===== src/rtl/glue_pkg.sv =====
package glue_pkg;
    localparam int NGATE = 4;

    typedef enum logic [2:0] {
        MODE_AND_OR  = 3'b000,
        MODE_OR_XOR  = 3'b001,
        MODE_AND4    = 3'b010,
        MODE_SR      = 3'b011,
        MODE_DFF_SR  = 3'b100,
        MODE_DFF_R2  = 3'b101,
        MODE_JK      = 3'b110,
        MODE_LATCH   = 3'b111
    } mode_t;

    typedef enum logic {
        CORE_LO = 1'b0,
        CORE_HI = 1'b1
    } core_st_t;
endpackage


===== src/rtl/glue_select.sv =====
module glue_select #(
    parameter int NLINE = 8,
    parameter int NDATA = 4,
    localparam int SELW = $clog2(NLINE)
) (
    input  logic [NLINE-1:0]      lines,
    input  logic [NDATA*SELW-1:0] sel,
    output logic [NDATA-1:0]      data
);
    for (genvar k = 0; k < NDATA; k++) begin : g_sel
        assign data[k] = lines[sel[k*SELW +: SELW]];
    end
endmodule


===== src/rtl/glue_gates.sv =====
module glue_gates #(
    parameter int NDATA = 4,
    parameter int NGATE = 4,
    localparam int TPG = 2 * NDATA
) (
    input  logic [NDATA-1:0]     data,
    input  logic [NGATE*TPG-1:0] en,
    input  logic [NGATE-1:0]     pol,
    output logic [NGATE-1:0]     g
);
    for (genvar j = 0; j < NGATE; j++) begin : g_gate
        logic acc;
        always_comb begin
            acc = 1'b0;
            for (int k = 0; k < NDATA; k++) begin
                acc = acc | (en[j*TPG + 2*k] & data[k])
                          | (en[j*TPG + 2*k + 1] & ~data[k]);
            end
        end
        assign g[j] = acc ^ pol[j];
    end
endmodule


===== src/rtl/glue_core.sv =====
module glue_core
    import glue_pkg::*;
(
    input  logic             clk,
    input  logic             rst_n,
    input  logic             cell_en,
    input  mode_t            mode,
    input  logic [NGATE-1:0] g,
    output logic             core_out
);
    core_st_t state, state_nx;
    logic g1_prev;
    logic d, s, r, le, clocked, jk, comb_mode, comb_val, edge_g1, seq_q;

    // role of each gate in the selected mode
    always_comb begin
        d         = g[1];
        s         = 1'b0;
        r         = g[2];
        le        = 1'b0;
        clocked   = 1'b0;
        jk        = 1'b0;
        comb_mode = 1'b0;
        comb_val  = 1'b0;
        unique case (mode)
            MODE_AND_OR: begin
                comb_mode = 1'b1;
                r         = 1'b0;
                comb_val  = (g[0] & g[1]) | (g[2] & g[3]);
            end
            MODE_OR_XOR: begin
                comb_mode = 1'b1;
                r         = 1'b0;
                comb_val  = (g[0] | g[1]) ^ (g[2] | g[3]);
            end
            MODE_AND4: begin
                comb_mode = 1'b1;
                r         = 1'b0;
                comb_val  = &g;
            end
            MODE_SR: begin
                s = g[0] | g[1];
                r = g[2] | g[3];
            end
            MODE_DFF_SR: begin
                s       = g[3];
                clocked = 1'b1;
            end
            MODE_DFF_R2: begin
                d       = g[1] ^ g[3];
                clocked = 1'b1;
            end
            MODE_JK: begin
                clocked = 1'b1;
                jk      = 1'b1;
            end
            MODE_LATCH: begin
                s  = g[3];
                le = g[0];
            end
        endcase
    end

    assign edge_g1 = g[0] & ~g1_prev;

    // next-state process: CLEAR, SET, CAPTURE, HOLD
    always_comb begin
        state_nx = state;
        unique case (state)
            CORE_LO: begin
                if (!cell_en || r)            state_nx = CORE_LO;
                else if (s)                   state_nx = CORE_HI;
                else if (clocked && edge_g1)  state_nx = (jk ? g[1] : d) ? CORE_HI : CORE_LO;
                else if (le)                  state_nx = d ? CORE_HI : CORE_LO;
                else                          state_nx = CORE_LO;
            end
            CORE_HI: begin
                if (!cell_en || r)            state_nx = CORE_LO;
                else if (s)                   state_nx = CORE_HI;
                else if (clocked && edge_g1)  state_nx = (jk ? ~g[3] : d) ? CORE_HI : CORE_LO;
                else if (le)                  state_nx = d ? CORE_HI : CORE_LO;
                else                          state_nx = CORE_HI;
            end
        endcase
    end

    // state register
    always_ff @(posedge clk or negedge rst_n) begin
        if (!rst_n) begin
            state   <= CORE_LO;
            g1_prev <= 1'b0;
        end else begin
            state   <= state_nx;
            g1_prev <= g[0];
        end
    end

    // output process
    always_comb begin
        if (r)       seq_q = 1'b0;
        else if (s)  seq_q = 1'b1;
        else if (le) seq_q = d;
        else         seq_q = (state == CORE_HI);
        if (!cell_en)       core_out = 1'b0;
        else if (comb_mode) core_out = comb_val;
        else                core_out = seq_q;
    end
endmodule


===== src/rtl/glue_irq.sv =====
module glue_irq (
    input  logic clk,
    input  logic rst_n,
    input  logic sig,
    input  logic rise_en,
    input  logic fall_en,
    input  logic clr,
    output logic flag
);
    logic sig_prev;
    logic hit;

    always_ff @(posedge clk) begin
        sig_prev <= sig;
    end

    assign hit = (rise_en & sig & ~sig_prev) | (fall_en & ~sig & sig_prev);

    always_ff @(posedge clk or negedge rst_n) begin
        if (!rst_n) flag <= 1'b0;
        else        flag <= hit | (flag & ~clr);
    end
endmodule


===== src/rtl/glue_cell.sv =====
module glue_cell
    import glue_pkg::*;
#(
    parameter int NLINE = 8,
    parameter int NDATA = 4,
    localparam int SELW = $clog2(NLINE),
    localparam int GENW = NGATE * NDATA * 2
) (
    input  logic                  clk,
    input  logic                  rst_n,
    input  logic                  cell_en,
    input  logic [NLINE-1:0]      in_lines,
    input  logic [2:0]            cfg_mode,
    input  logic [NDATA*SELW-1:0] cfg_sel,
    input  logic [GENW-1:0]       cfg_gate_en,
    input  logic [NGATE-1:0]      cfg_gate_pol,
    input  logic                  cfg_out_pol,
    input  logic                  cfg_irq_rise,
    input  logic                  cfg_irq_fall,
    input  logic                  cfg_out_en,
    input  logic                  irq_clr,
    output logic                  cell_out,
    output logic                  pin_oe,
    output logic                  irq_flag
);
    logic [NDATA-1:0] data;
    logic [NGATE-1:0] gsig;
    logic             core_out;

    glue_select #(.NLINE(NLINE), .NDATA(NDATA)) i_select (
        .lines (in_lines),
        .sel   (cfg_sel),
        .data  (data)
    );

    glue_gates #(.NDATA(NDATA), .NGATE(NGATE)) i_gates (
        .data  (data),
        .en    (cfg_gate_en),
        .pol   (cfg_gate_pol),
        .g     (gsig)
    );

    glue_core i_core (
        .clk      (clk),
        .rst_n    (rst_n),
        .cell_en  (cell_en),
        .mode     (mode_t'(cfg_mode)),
        .g        (gsig),
        .core_out (core_out)
    );

    assign cell_out = core_out ^ cfg_out_pol;
    assign pin_oe   = cfg_out_en;

    glue_irq i_irq (
        .clk     (clk),
        .rst_n   (rst_n),
        .sig     (cell_out),
        .rise_en (cfg_irq_rise),
        .fall_en (cfg_irq_fall),
        .clr     (irq_clr),
        .flag    (irq_flag)
    );
endmodule


===== config.mk =====
export PLATFORM = sky130hd
export DESIGN_NAME = glue_cell
export DESIGN_NICKNAME = d
export VERILOG_FILES = /design/src/rtl/glue_pkg.sv /design/src/rtl/glue_select.sv /design/src/rtl/glue_gates.sv /design/src/rtl/glue_core.sv /design/src/rtl/glue_irq.sv /design/src/rtl/glue_cell.sv
export SDC_FILE = /design/constraint.sdc
export NUM_CORES = 1
export LEC_CHECK = 0
export BUFFER_PORTS_ARGS = -buffer_cell sky130_fd_sc_hd__buf_2
export CAP_MARGIN = 5
export CORE_MARGIN = 8
export CORE_UTILIZATION = 37
export DETAILED_ROUTE_END_ITERATION = 10
export GPL_TIMING_DRIVEN = 1
export PLACE_DENSITY = 0.82
export SYNTH_ARGS = -nofsm -noshare
export SYNTH_HDL_FRONTEND = slang
export SYNTH_SLANG_ARGS = --single-unit

===== constraint.sdc =====
create_clock -name clk -period 3.85 [get_ports clk]
set_input_delay 0.77 -clock clk [delete_from_list [all_inputs] [get_ports clk]]
set_output_delay 0.77 -clock clk [all_outputs]
set_load 0.03 [all_outputs]

==> impl_metrics.csv <==
group,metric,value,unit
cts,ctsHoldBuffers,0,
timing,layout_setup_ws,-0.208,ns
cts,cts-root-buf,"clkbuf_4",
floorplanning,ios,70,
critical_path,start_kind,"primary input",
finish,layout-drive-gt1-share,53.6,%
timing,maxSlewViolCount,0,
route,routedWlPerCell,15.9,um
placement,port_buffers,67,
timing,fin_crit,4.06,ns
status,run_status,"finished with violations",
timing,setup_viol,1,
cts,htreeDepth,1,
global_route,antenna_found_initial,0,
timing,slew-limit-headroom,76.6,%
global_route,grt_use_total,14.4,%
floorplanning,die_area,4490,um2
critical_path,reg2reg_to,"i_irq.flag",
pwr,power.switching,0.115,mW
route,drc,0,
finish,finalInstanceArea,1470,um2
route,drt-total-wl,3330,um
placement,pre_cts_ws,-0.336,ns
finish,area_delta_synth_final,52.7,%
route,dr.pass1.iters,4,
critical_path,reg2regPathDepth,6,
pwr,ir_drop,0.167,mV
timing,skew,0.00511,ns
timing,finalHoldViolCount,0,
global_route,grt_pass1_vias,1257,
placement,dp_cells,201,
floorplanning,die_w,67.0,um
global_route,grt_pass1_wl,5300,um
critical_path,worstSetupStartpoint,"cfg_sel[3]",
timing,fmax,0.246,GHz
pwr,p_int,0.191,mW
timing,hold_slack,0.323,ns
pwr,p_leak,0.756,nW
cts,cts.sinks,4,
cts,path_clk_slew,0.04,ns
placement,dpl_cell_area,1370,um2
placement,routabilityCongestion,0.933,
finish,final_common_cell,"buf_2",
synth,synth_top_cell_area_share,35.4,%
route,vias,1145,
synth,syn_inst,104,
critical_path,r2r_start,"i_core.state",
floorplanning,dieHeight,67.0,um
placement,dp.final_hpwl,2850,um
cts,clk_latency,0.23,ns
timing,worst_pin_slew,0.348,ns
synth,yosys.area.top_type,"mux2i_1",
route,viasPerCell,5.48,
synth,synth_fp_nets,171,
timing,rsz0062_at_grt,"true",
critical_path,path_class,"primary input to primary output",
synth,syn_area,962,um2
route,drt_iter0_markers,86,
critical_path,required,3.08,ns
floorplanning,start_util,38.8,%
synth,synth-seq-cells,4,
global_route,overflow,0,
finish,diodes,0,
floorplanning,num_rows,18,
pwr,netSwitchingFraction,37.5,%
pwr,pwr-share-comb,65.2,%
finish,final_nets,247,
critical_path,end_kind,"primary output",
finish,stdcell_count,209,
cts,cts_tree,"yes",
pwr,power.density,208,nW/um2
floorplanning,coreArea,2480,um2
status,violations,"negative setup slack",
synth,synth.distinct_cells,35,
timing,min_period_over_period,105,%
route,final_antenna_net_count,0,
critical_path,arrival,3.29,ns
cts,cts_made_buffers,3,
hold_path,hp-class,"primary input to async pin",
cts,ctsLongestPathBuffers,2,
critical_path,crit_end,"cell_out",
finish,nFillCells,221,
synth,synth.avg_cell_area,9.25,um2
finish,final_cell_mix,"buf_2, mux2i_1, buf_4, a21oi_1, nand2_1",
flow_run,max_cap_violations,0,
pwr,sequentialPowerShare,16.7,%
synth,synth.yosys.seq_area_share,9.88,%
pwr,p_clk_share,18.1,%
synth,yosys_warnings,0,
synth,ys_top_cells_by_area,"mux2i_1, mux4_2, dfrtp_1, xnor2_2, nand4_1",
critical_path,cp_max_fo,5,
global_route,grt_start_max_net_pins,12,
critical_path,reg2reg_slack,2.48,ns
[cell usage after synthesis]
cell,count
nor2b_1,1
mux4_2,4
nand4_1,5
dfrtp_1,3
o21a_1,1
and2_1,1
or3_1,1
o211ai_2,1
nor2_1,3
dfxtp_1,1
inv_1,2
xnor2_2,2
o32ai_1,1
xnor2_1,1
buf_4,4
or4b_1,1
nand2b_1,4
a21oi_1,6
nand4b_1,2
xor2_2,1
a211oi_1,1
buf_6,1
a22oi_1,2
mux2i_1,34
o211ai_1,1
nor4_1,1
nand4_2,2
o21ai_0,2
clkbuf_1,1
inv_2,1
xor2_1,2
o31ai_1,2
nand2_1,6
o221ai_1,2
or2_2,1
[registers in the layout, indices dropped and copies added (netlist names)]
register / flops
i_core.g1_prev: 1
i_core.state: 1
i_irq.flag: 1
i_irq.sig_prev: 1
[power groups by stage]
stage               combinational [mW]  sequential, mW  clock [mW]
floorplan                        0.113          0.0555           0
global placement                 0.177          0.0512           0
detailed placement               0.183          0.0514           0
CTS                              0.192          0.0510      0.0567
global route                     0.215          0.0516      0.0589
finish                           0.199          0.0510      0.0554
[metrics by stage]
step	TNS (ns)	total power, mW	util, %
after floorplan	-0.0313	0.169	-
after global routing	-0.320	0.325	59.3
after CTS	-0.206	0.300	58.4
final	-0.208	0.306	59.3
after global placement	-0.249	0.228	55.3
after detailed placement	-0.336	0.234	55.3
[worst min-delay path by stage]
| stage | from | endpoint | cells after the start |
|---|---|---|---|
| floorplan | rst_n | i_core.g1_prev | 0 |
| global route | rst_n | i_core.g1_prev | 1 |
| global placement | rst_n | i_irq.flag | 1 |
| finish | rst_n | i_core.g1_prev | 1 |
| detailed placement | rst_n | i_irq.flag | 1 |
| CTS | rst_n | i_core.g1_prev | 1 |
[layout make-up]
class	count	area [um2]	share of cell area [%]
multi-input combinational	91	853	58.1
inverter	3	11.3	0.767
timing repair buffer	77	445	30.3
sequential	4	95.1	6.47
tap	30	37.5	2.56
clock buffer	4	26.3	1.79
[routing by layer]
metal / track usage, % / share of wire (%) / wire [um] / up-vias
met5: 0 / 0 / 0 / -
li1: - / - / - / 560
met4: 2.61 / 0 / 0 / 0
met2: 26.8 / 53 / 1760 / 65
met1: 15.4 / 37 / 1220 / 520
met3: 4.53 / 10 / 337 / 0
[kinds of logic (layout without fill, tap and decap cells)]
group	count (synthesis)	count (layout)	synth area share (%)
AND/OR/NAND/NOR	28	28	18.1
XOR/XNOR	6	6	7.80
buffers and inverters	9	84	5.85
flip-flops	4	4	9.88
AO/OA/AOI/OAI	19	19	13.7
multiplexers	38	38	44.7
[critical path, stage by stage]
cell and delay (ns):
buf_8 0.11, mux2i_1 0.11, mux4_2 0.56, mux2i_1 0.21, nand4_1 0.16, xnor2_2 0.32
a211oi_2 0.11, or4b_4 0.51, nand4_4 0.14, xnor2_4 0.13, buf_6 0.15
[what timing repair did]
| item | in CTS | in global routing |
|---|---|---|
| setup buffers | 1 | 3 |
| pin swaps | 6 | 5 |
| resized for setup | 13 | 0 |
| setup endpoints to repair | 1 | 1 |
| gates cloned | 0 | 0 |
Note: power is estimated with default switching activity, not from simulation.
